<file path="src/rtl/microcode_seq_pkg.sv">
package microcode_seq_pkg;
  typedef enum logic [2:0] {
    CTL_NONE     = 3'd0,
    CTL_HOLD     = 3'd1,
    CTL_LOOP_IMM = 3'd2,
    CTL_LOOP_REG = 3'd3,
    CTL_STOP     = 3'd4
  } ctl_code_e;

  localparam int CTL_CODE_W = 3;

  function automatic logic code_is_loop(input logic [CTL_CODE_W-1:0] c);
    return (c == CTL_LOOP_IMM) || (c == CTL_LOOP_REG);
  endfunction

  function automatic logic code_is_hold(input logic [CTL_CODE_W-1:0] c);
    return c == CTL_HOLD;
  endfunction

  function automatic logic code_is_stop(input logic [CTL_CODE_W-1:0] c);
    return c == CTL_STOP;
  endfunction
endpackage

</file>
<file path="src/rtl/microcode_seq_store.sv">
module microcode_seq_store #(
  parameter int ADDR_W = 5,
  parameter int LINE_W = 44
) (
  input  logic              clk,
  input  logic              we,
  input  logic [ADDR_W-1:0] waddr,
  input  logic [LINE_W-1:0] wdata,
  input  logic [ADDR_W-1:0] raddr,
  output logic [LINE_W-1:0] rdata
);
  localparam int LINES = 1 << ADDR_W;

  logic [LINE_W-1:0] lines_q [LINES];

  always_ff @(posedge clk) begin
    if (we) lines_q[waddr] <= wdata;
  end

  assign rdata = lines_q[raddr];
endmodule

</file>
<file path="src/rtl/microcode_seq_stack.sv">
module microcode_seq_stack #(
  parameter int DEPTH  = 4,
  parameter int ADDR_W = 5,
  parameter int CNT_W  = 8,
  localparam int SP_W  = $clog2(DEPTH + 1),
  localparam int IDX_W = (DEPTH > 1) ? $clog2(DEPTH) : 1
) (
  input  logic              clk,
  input  logic              rst_n,
  input  logic              clear,
  input  logic              push,
  input  logic [ADDR_W-1:0] push_addr,
  input  logic [CNT_W-1:0]  push_cnt,
  input  logic              pop,
  input  logic              dec,
  output logic              top_valid,
  output logic [ADDR_W-1:0] top_addr,
  output logic [CNT_W-1:0]  top_cnt,
  output logic              full,
  output logic [SP_W-1:0]   depth
);
  logic [ADDR_W-1:0] end_q [DEPTH];
  logic [CNT_W-1:0]  left_q [DEPTH];
  logic [SP_W-1:0]   sp_q;
  logic [SP_W-1:0]   top_full;
  logic [IDX_W-1:0]  top_idx;
  logic [IDX_W-1:0]  push_idx;

  assign top_full  = sp_q - SP_W'(1);
  assign top_idx   = top_full[IDX_W-1:0];
  assign push_idx  = sp_q[IDX_W-1:0];
  assign top_valid = (sp_q != '0);
  assign full      = (sp_q == SP_W'(DEPTH));
  assign top_addr  = end_q[top_idx];
  assign top_cnt   = left_q[top_idx];
  assign depth     = sp_q;

  always_ff @(posedge clk or negedge rst_n) begin
    if (!rst_n) begin
      sp_q <= '0;
    end else if (clear) begin
      sp_q <= '0;
    end else if (push && !full) begin
      sp_q <= sp_q + SP_W'(1);
    end else if (pop && top_valid) begin
      sp_q <= sp_q - SP_W'(1);
    end
  end

  always_ff @(posedge clk) begin
    if (!clear && push && !full) begin
      end_q[push_idx]  <= push_addr;
      left_q[push_idx] <= push_cnt;
    end else if (!clear && dec && top_valid) begin
      left_q[top_idx] <= top_cnt - CNT_W'(1);
    end
  end
endmodule

</file>
<file path="src/rtl/microcode_seq_next.sv">
module microcode_seq_next
  import microcode_seq_pkg::*;
#(
  parameter int ADDR_W = 5,
  parameter int CNT_W  = 8
) (
  input  logic                  running,
  input  logic [ADDR_W-1:0]     pc,
  input  logic [CTL_CODE_W-1:0] code,
  input  logic [ADDR_W-1:0]     target,
  input  logic [CNT_W-1:0]      imm_cnt,
  input  logic [CNT_W-1:0]      reg_cnt,
  input  logic                  hold_active,
  input  logic [CNT_W-1:0]      hold_left,
  input  logic                  top_valid,
  input  logic [ADDR_W-1:0]     top_addr,
  input  logic [CNT_W-1:0]      top_cnt,
  input  logic                  stack_full,
  output logic [ADDR_W-1:0]     next_pc,
  output logic                  stay,
  output logic                  jump,
  output logic                  push,
  output logic                  pop,
  output logic                  dec,
  output logic                  stop,
  output logic                  hold_active_d,
  output logic [CNT_W-1:0]      hold_left_d
);
  logic [CNT_W-1:0] loop_cnt;
  logic             loop_match;

  assign loop_cnt   = (code == CTL_LOOP_REG) ? reg_cnt : imm_cnt;
  assign loop_match = top_valid && (top_addr == pc);
  assign stop       = running && code_is_stop(code);

  always_comb begin
    stay          = 1'b0;
    jump          = 1'b0;
    push          = 1'b0;
    pop           = 1'b0;
    dec           = 1'b0;
    hold_active_d = 1'b0;
    hold_left_d   = '0;
    if (running && code_is_hold(code)) begin
      if (hold_active) begin
        if (hold_left != '0) begin
          stay          = 1'b1;
          hold_active_d = 1'b1;
          hold_left_d   = hold_left - CNT_W'(1);
        end
      end else if (imm_cnt > CNT_W'(1)) begin
        stay          = 1'b1;
        hold_active_d = 1'b1;
        hold_left_d   = imm_cnt - CNT_W'(2);
      end
    end else if (running && code_is_loop(code)) begin
      if (loop_match) begin
        if (top_cnt == '0) begin
          pop = 1'b1;
        end else begin
          dec  = 1'b1;
          jump = 1'b1;
        end
      end else if (loop_cnt != '0 && !stack_full) begin
        push = 1'b1;
        jump = 1'b1;
      end
    end
  end

  always_comb begin
    if (stay)      next_pc = pc;
    else if (jump) next_pc = target;
    else           next_pc = pc + ADDR_W'(1);
  end
endmodule

</file>
<file path="src/rtl/microcode_seq.sv">
module microcode_seq
  import microcode_seq_pkg::*;
#(
  parameter int NUM_FU      = 4,
  parameter int OP_W        = 4,
  parameter int DST_W       = 3,
  parameter int ADDR_W      = 5,
  parameter int CNT_W       = 8,
  parameter int STACK_DEPTH = 4,
  parameter int NUM_KREG    = 4,
  localparam int KIDX_W     = (NUM_KREG > 1) ? $clog2(NUM_KREG) : 1,
  localparam int FU_W       = OP_W + DST_W,
  localparam int TGT_LSB    = CNT_W,
  localparam int CODE_LSB   = CNT_W + ADDR_W,
  localparam int FU_LSB     = CODE_LSB + CTL_CODE_W,
  localparam int LINE_W     = FU_LSB + NUM_FU * FU_W
) (
  input  logic                    clk,
  input  logic                    rst_n,
  input  logic                    host_line_we,
  input  logic [ADDR_W-1:0]       host_line_addr,
  input  logic [LINE_W-1:0]       host_line_data,
  input  logic                    host_kreg_we,
  input  logic [KIDX_W-1:0]       host_kreg_idx,
  input  logic [CNT_W-1:0]        host_kreg_data,
  input  logic                    start_i,
  input  logic [ADDR_W-1:0]       start_addr,
  output logic                    issue_valid,
  output logic [ADDR_W-1:0]       issue_addr,
  output logic [NUM_FU*OP_W-1:0]  fu_op,
  output logic [NUM_FU*DST_W-1:0] fu_dst,
  output logic                    busy,
  output logic                    done
);
  localparam int SP_W = $clog2(STACK_DEPTH + 1);

  logic                  running_q, done_q;
  logic [ADDR_W-1:0]     pc_q;
  logic                  hold_active_q;
  logic [CNT_W-1:0]      hold_left_q;
  logic [CNT_W-1:0]      kreg_q [NUM_KREG];
  logic                  valid_q;
  logic [ADDR_W-1:0]     addr_q;
  logic [LINE_W-1:0]     line_q;

  logic [LINE_W-1:0]     cur_line;
  logic [CTL_CODE_W-1:0] cur_code;
  logic [ADDR_W-1:0]     cur_tgt;
  logic [CNT_W-1:0]      cur_cnt;
  logic [CNT_W-1:0]      reg_cnt;

  logic                  store_we;
  logic                  accept_start;
  logic                  hold_line;
  logic                  jump_taken;
  logic                  stk_push, stk_pop, stk_dec;
  logic                  stop_line;
  logic                  stk_top_valid, stk_full;
  logic [ADDR_W-1:0]     stk_top_addr;
  logic [CNT_W-1:0]      stk_top_cnt;
  logic [SP_W-1:0]       stk_depth;
  logic [ADDR_W-1:0]     next_pc;
  logic                  hold_active_d;
  logic [CNT_W-1:0]      hold_left_d;

  assign store_we     = host_line_we && !running_q;
  assign accept_start = start_i && !running_q;

  assign cur_code = cur_line[CODE_LSB +: CTL_CODE_W];
  assign cur_tgt  = cur_line[TGT_LSB +: ADDR_W];
  assign cur_cnt  = cur_line[0 +: CNT_W];
  assign reg_cnt  = kreg_q[cur_cnt[KIDX_W-1:0]];

  microcode_seq_store #(.ADDR_W(ADDR_W), .LINE_W(LINE_W)) u_store (
    .clk   (clk),
    .we    (store_we),
    .waddr (host_line_addr),
    .wdata (host_line_data),
    .raddr (pc_q),
    .rdata (cur_line)
  );

  microcode_seq_stack #(.DEPTH(STACK_DEPTH), .ADDR_W(ADDR_W), .CNT_W(CNT_W)) u_stack (
    .clk       (clk),
    .rst_n     (rst_n),
    .clear     (accept_start),
    .push      (stk_push),
    .push_addr (pc_q),
    .push_cnt  (((cur_code == CTL_LOOP_REG) ? reg_cnt : cur_cnt) - CNT_W'(1)),
    .pop       (stk_pop),
    .dec       (stk_dec),
    .top_valid (stk_top_valid),
    .top_addr  (stk_top_addr),
    .top_cnt   (stk_top_cnt),
    .full      (stk_full),
    .depth     (stk_depth)
  );

  microcode_seq_next #(.ADDR_W(ADDR_W), .CNT_W(CNT_W)) u_next (
    .running       (running_q),
    .pc            (pc_q),
    .code          (cur_code),
    .target        (cur_tgt),
    .imm_cnt       (cur_cnt),
    .reg_cnt       (reg_cnt),
    .hold_active   (hold_active_q),
    .hold_left     (hold_left_q),
    .top_valid     (stk_top_valid),
    .top_addr      (stk_top_addr),
    .top_cnt       (stk_top_cnt),
    .stack_full    (stk_full),
    .next_pc       (next_pc),
    .stay          (hold_line),
    .jump          (jump_taken),
    .push          (stk_push),
    .pop           (stk_pop),
    .dec           (stk_dec),
    .stop          (stop_line),
    .hold_active_d (hold_active_d),
    .hold_left_d   (hold_left_d)
  );

  always_ff @(posedge clk or negedge rst_n) begin
    if (!rst_n) begin
      for (int k = 0; k < NUM_KREG; k++) kreg_q[k] <= '0;
    end else if (host_kreg_we && !running_q) begin
      kreg_q[host_kreg_idx] <= host_kreg_data;
    end
  end

  always_ff @(posedge clk or negedge rst_n) begin
    if (!rst_n) begin
      running_q     <= 1'b0;
      done_q        <= 1'b0;
      pc_q          <= '0;
      hold_active_q <= 1'b0;
      hold_left_q   <= '0;
      valid_q       <= 1'b0;
      addr_q        <= '0;
      line_q        <= '0;
    end else if (!running_q) begin
      valid_q <= 1'b0;
      if (accept_start) begin
        running_q     <= 1'b1;
        done_q        <= 1'b0;
        pc_q          <= start_addr;
        hold_active_q <= 1'b0;
        hold_left_q   <= '0;
      end
    end else if (stop_line) begin
      running_q     <= 1'b0;
      done_q        <= 1'b1;
      valid_q       <= 1'b0;
      hold_active_q <= 1'b0;
    end else begin
      valid_q       <= 1'b1;
      addr_q        <= pc_q;
      line_q        <= cur_line;
      pc_q          <= next_pc;
      hold_active_q <= hold_active_d;
      hold_left_q   <= hold_left_d;
    end
  end

  for (genvar u = 0; u < NUM_FU; u++) begin : g_unit
    assign fu_op[u*OP_W +: OP_W]    = line_q[FU_LSB + u*FU_W +: OP_W];
    assign fu_dst[u*DST_W +: DST_W] = line_q[FU_LSB + u*FU_W + OP_W +: DST_W];
  end

  assign issue_valid = valid_q;
  assign issue_addr  = addr_q;
  assign busy        = running_q;
  assign done        = done_q;
endmodule

</file>
<file path="config.mk">
export PLATFORM = sky130hd
export DESIGN_NAME = microcode_seq
export DESIGN_NICKNAME = d
export VERILOG_FILES = /design/src/rtl/microcode_seq_pkg.sv /design/src/rtl/microcode_seq_store.sv /design/src/rtl/microcode_seq_stack.sv /design/src/rtl/microcode_seq_next.sv /design/src/rtl/microcode_seq.sv
export SDC_FILE = /design/constraint.sdc
export NUM_CORES = 2
export LEC_CHECK = 0
export ABC_CLOCK_PERIOD_IN_PS = 13400
export BUFFER_PORTS_ARGS = -buffer_cell sky130_fd_sc_hd__clkbuf_2
export CORE_MARGIN = 3
export CORE_UTILIZATION = 45
export CTS_BUF_LIST = sky130_fd_sc_hd__clkbuf_8
export DETAILED_ROUTE_END_ITERATION = 6
export HOLD_SLACK_MARGIN = 0.1
export PLACE_DENSITY = 0.7
export SLEW_MARGIN = 20
export SYNTH_ARGS = -nofsm -noshare
export SYNTH_HDL_FRONTEND = slang
export SYNTH_HIERARCHICAL = 1
export SYNTH_SLANG_ARGS = --single-unit
</file>
<file path="constraint.sdc">
create_clock -name clk -period 13.4 [get_ports clk]
set_clock_uncertainty 0.2 [all_clocks]
set_input_delay 2.68 -clock clk [delete_from_list [all_inputs] [get_ports clk]]
set_output_delay 2.68 -clock clk [all_outputs]
set_load 0.01 [all_outputs]
</file>
==> results <==
- The overall power of the completed layout is 14.0 mW.
- The required time of the critical path is 13.71 ns.
- The power dissipated by switching net loads is 4.77 mW.
- Hold repair after CTS inserted 0 buffers.
- Routability-driven placement finished with a final weighted congestion of 0.766.
- Walking the worst path, the cells encountered are nor2b_4 > buf_4 > buf_4 > a22o_1 > nor3_1 > a31oi_1 > nand3_1 > nand3b_1 > nor4b_4 > nand4b_1 > nor3_1 > a31oi_1 > nor2_1.
- The fraction of power consumed by the clock network is 0.266.
- The worst hold path class is register to register.
- The share of total power dissipated in combinational logic is 0.322.
- The clock passes through at most 3 buffers.
- The category of cells accounting for the largest share of critical-path delay is simple AND/OR/NAND/NOR gates.
- In this run the critical register-to-register path is launched from pc_q[1].
- CTS saw 1545 sinks.
- The nature of the critical path startpoint is a register.
- The global routing met1 resource utilization is 0.296.
- In this run the static leakage power is 24.0 nW.
- The detailed placer's ending HPWL is 74.9 mm.
- The clock network latency to the later pin of the worst-skew pair is 0.93 ns.
- For this run, the number of Yosys warnings is 6.
- For this design the top-level I/O count stands at 105.
- For this run, the post-layout net count is 3847.
- The fmax is 132 MHz.
- The number of nets with antenna violations after detailed routing is 0.
- Summed over all layers, the routed wires come to 151 mm.
- Entering global routing, the biggest net connects 154 pins.
- The post-route fraction of the period consumed by the critical path is 0.566.
- Relative to the synthesized area, the layout overhead comes to 11.4%.
- After detailed placement, the design holds a cell count of 5315.
- Using the TritonRoute via totals, the vias-per-cell ratio works out to 5.81.
- The total iterations of the first detailed-routing run is 5.
- The largest single stage delay on the critical path is 0.88 ns.
- The setup-violating endpoint count in the final report is 0.
- The count of endpoints failing hold in the final timing report is 0.
- Once layout is done, the placed cells without fillers occupy 0.0686 mm^2.
- The flow ran to the end, and the final reports show no timing, DRC or antenna violations.
- For met3 alone, demand over resource in global routing was 0.0473.
- For the worst flop-to-flop path, the logic depth is 13.
- The origin of the worst min-delay path is kreg_q[15].
- The post-cts resize count is 0.
- For this configuration, the core starts out at a cell density of 0.454.
- For met2 alone, demand over resource in global routing was 0.329.
- The layer flagged by global routing as most heavily used is met2.
- In this run the worst path has a maximum fanout of 63.
- The arrival time at the worst endpoint is 7.90 ns.
- The cell count after synthesis is 3572.
- The average instance area after synthesis is 17.2 um^2.
- The worst register-to-register path has a setup slack of 5.82 ns.
- The worst-path cell with the longest stage delay is sky130_fd_sc_hd__buf_4.
- The first-pass GRT wire length is 219 mm.
- The width of the chip is 376 um.
- The number of cells in the finished layout apart from fillers is 5759.
- The post-placement cell area is 0.0640 mm^2.
- The tool flagged a number of max-cap violations equal to 0.
- At the pin with the least slew margin, the transition time is 1.17 ns.
- For this run the aggregate overflow at the end of global routing stands at 0.
- The count of H-tree levels built during CTS is 4.
- TritonCTS built the clock tree.
- Counting instances, the worst hold path has a depth of 1.
- Dividing the detail-routed wire length by the instance count gives 26.2 um.
- The worst pin sits at a relative slew slack of 0.218.
- The end of the worst register-to-register path is u_stack/left_q[2][4].
- The number of buffers added by the clock tree synthesis step is 231.
- When the netlist entered floorplanning its net count stood at 3652.
- In this run the power density over the cells is 204 mW/mm^2.
- The worst setup path is of the register to register kind.
- The worst path in the final design needs a cycle of 7.58 ns, including I/O delays and setup.
- In the final timing run, aggregate negative setup slack is 0 ns.
- The internal power is 9.21 mW.
- IR analysis of the VDD net gives a maximum drop of 172 uV.
- Setup repair after global routing left no endpoint under its margin.
- After synthesis the cells add up to 0.0616 mm^2.
- The path with the worst hold slack has its endpoint at kreg_q[15].
- For this run, design rule violations remaining after detail routing come to 0.
- The fraction of final layout cells sized beyond drive strength 1 is 0.153.
- The kind of capture point of the worst setup path is a register.
- The total count of max-transition violations in the final report was 0.
- After clock tree synthesis, the clock-pin slew on the worst setup and hold paths is 0.06 ns.
- The number of global-route vias before repair is 32900.
- The routed layout has 33500 vias.
- The die covers 0.141 mm^2.
- The sequential share of power is 0.411.
- In the global route stage, overall resource usage came out at 0.210.
- The core region is 0.136 mm^2.
- The floorplan has 135 rows.
- The first routing iteration left 3617 violations.
- The height of the die is 376 um.
- The post-CTS setup buffer count is 0.
- The switching portion of total power is 0.341.
- The number of buffers inserted by port buffering is 104.
- The master cell of the clock root buffer is sky130_fd_sc_hd__clkbuf_8.
- Counting both buffers and inverters, the worst setup path holds a total of 2.
- The number of antenna violations at the first check in global routing is 9.
placed cells by master (no fill, tap or decap), types with 5 or more instances in the layout:
cell type,n
sky130_fd_sc_hd__nor2_4,33
sky130_fd_sc_hd__mux2_2,65
sky130_fd_sc_hd__nand3b_1,13
sky130_fd_sc_hd__a31oi_1,48
sky130_fd_sc_hd__nand2b_1,5
sky130_fd_sc_hd__and2_1,5
sky130_fd_sc_hd__clkbuf_8,250
sky130_fd_sc_hd__mux2i_1,716
sky130_fd_sc_hd__mux4_2,9
sky130_fd_sc_hd__bufinv_16,8
sky130_fd_sc_hd__xor2_1,15
sky130_fd_sc_hd__ha_1,11
sky130_fd_sc_hd__nand2_1,167
sky130_fd_sc_hd__a21oi_1,143
sky130_fd_sc_hd__inv_1,107
sky130_fd_sc_hd__a22o_1,97
sky130_fd_sc_hd__nand3_1,139
sky130_fd_sc_hd__clkbuf_2,103
sky130_fd_sc_hd__buf_4,58
sky130_fd_sc_hd__o21ai_0,16
sky130_fd_sc_hd__mux4_1,13
sky130_fd_sc_hd__edfxtp_1,1460
sky130_fd_sc_hd__clkinv_2,37
sky130_fd_sc_hd__nor4_1,7
sky130_fd_sc_hd__nor3_1,55
sky130_fd_sc_hd__xnor2_1,15
sky130_fd_sc_hd__clkinv_1,37
sky130_fd_sc_hd__a22oi_1,132
sky130_fd_sc_hd__dfrtp_1,83
sky130_fd_sc_hd__nor2_1,40
per-stage QoR:
stage / hold slack (ns) / util / setup WS, ns
final: 0.304 / 0.506 / 5.82
after global placement: 0.282 / 0.472 / 5.70
after global routing: 0.323 / 0.506 / 5.38
after floorplan: 0.264 / - / 7.37
after detailed placement: 0.292 / 0.472 / 5.54
after CTS: 0.307 / 0.506 / 5.53
registers in the layout, summed over array words and instances (netlist names):
name	cells
kreg_q	32
u_stack/left_q	32
busy	1
hold_left_q	8
issue_valid	1
issue_addr	5
u_stack/end_q	20
u_stack/depth	3
pc_q	5
hold_active_q	1
u_store/lines_q	1408
done	1
line_q	28
power groups by stage:
stage	registers, mW	logic (mW)	clock network, mW
CTS	5.75	4.49	3.79
finish	5.75	4.51	3.72
global route	5.77	4.83	4.02
global placement	5.84	4.41	0
detailed placement	5.85	4.47	0
floorplan	5.77	3.31	0
per-layer routing:
metal / share of wire / routed length, um / vias to the layer above
met1: 0.42 / 63300 / 17200
met4: 0.022 / 3280 / 8
met2: 0.47 / 70700 / 1488
met5: 0.00034 / 51 / -
li1: - / - / 14600
met3: 0.089 / 13400 / 249
worst max-delay path by stage:
stage,from,end,slack (ns),cells past startpoint
finish,pc_q[1],u_stack/left_q[2][4],5.82,13
global route,pc_q[1],u_stack/left_q[2][3],5.38,13
CTS,pc_q[1],u_stack/left_q[2][3],5.53,13
detailed placement,pc_q[1],u_stack/left_q[2][4],5.54,13
global placement,pc_q[1],u_stack/left_q[3][4],5.70,13
floorplan,host_line_we,u_store/lines_q[12][0],7.37,4
worst register-to-register path: cells and delay by family, from the launching register on:
| family | cells | cell delay, ns |
|---|---|---|
| AND/OR/NAND/NOR | 8 | 4.13 |
| AO/OA/AOI/OAI | 3 | 0.53 |
| flip-flops | 1 | 0.81 |
| buffers and inverters | 2 | 1.55 |
final cells by class:
cell class / instances / area, um^2
antenna: 2 / 5.00
clock buffer: 250 / 3440
clock inverter: 192 / 1140
fill: 10900 / 67000
inverter: 13 / 48.8
multi-input combinational: 1812 / 14800
sequential: 1545 / 46000
tap: 1781 / 2230
timing repair buffer: 164 / 1010
Note: power is estimated with default switching activity, not from simulation.
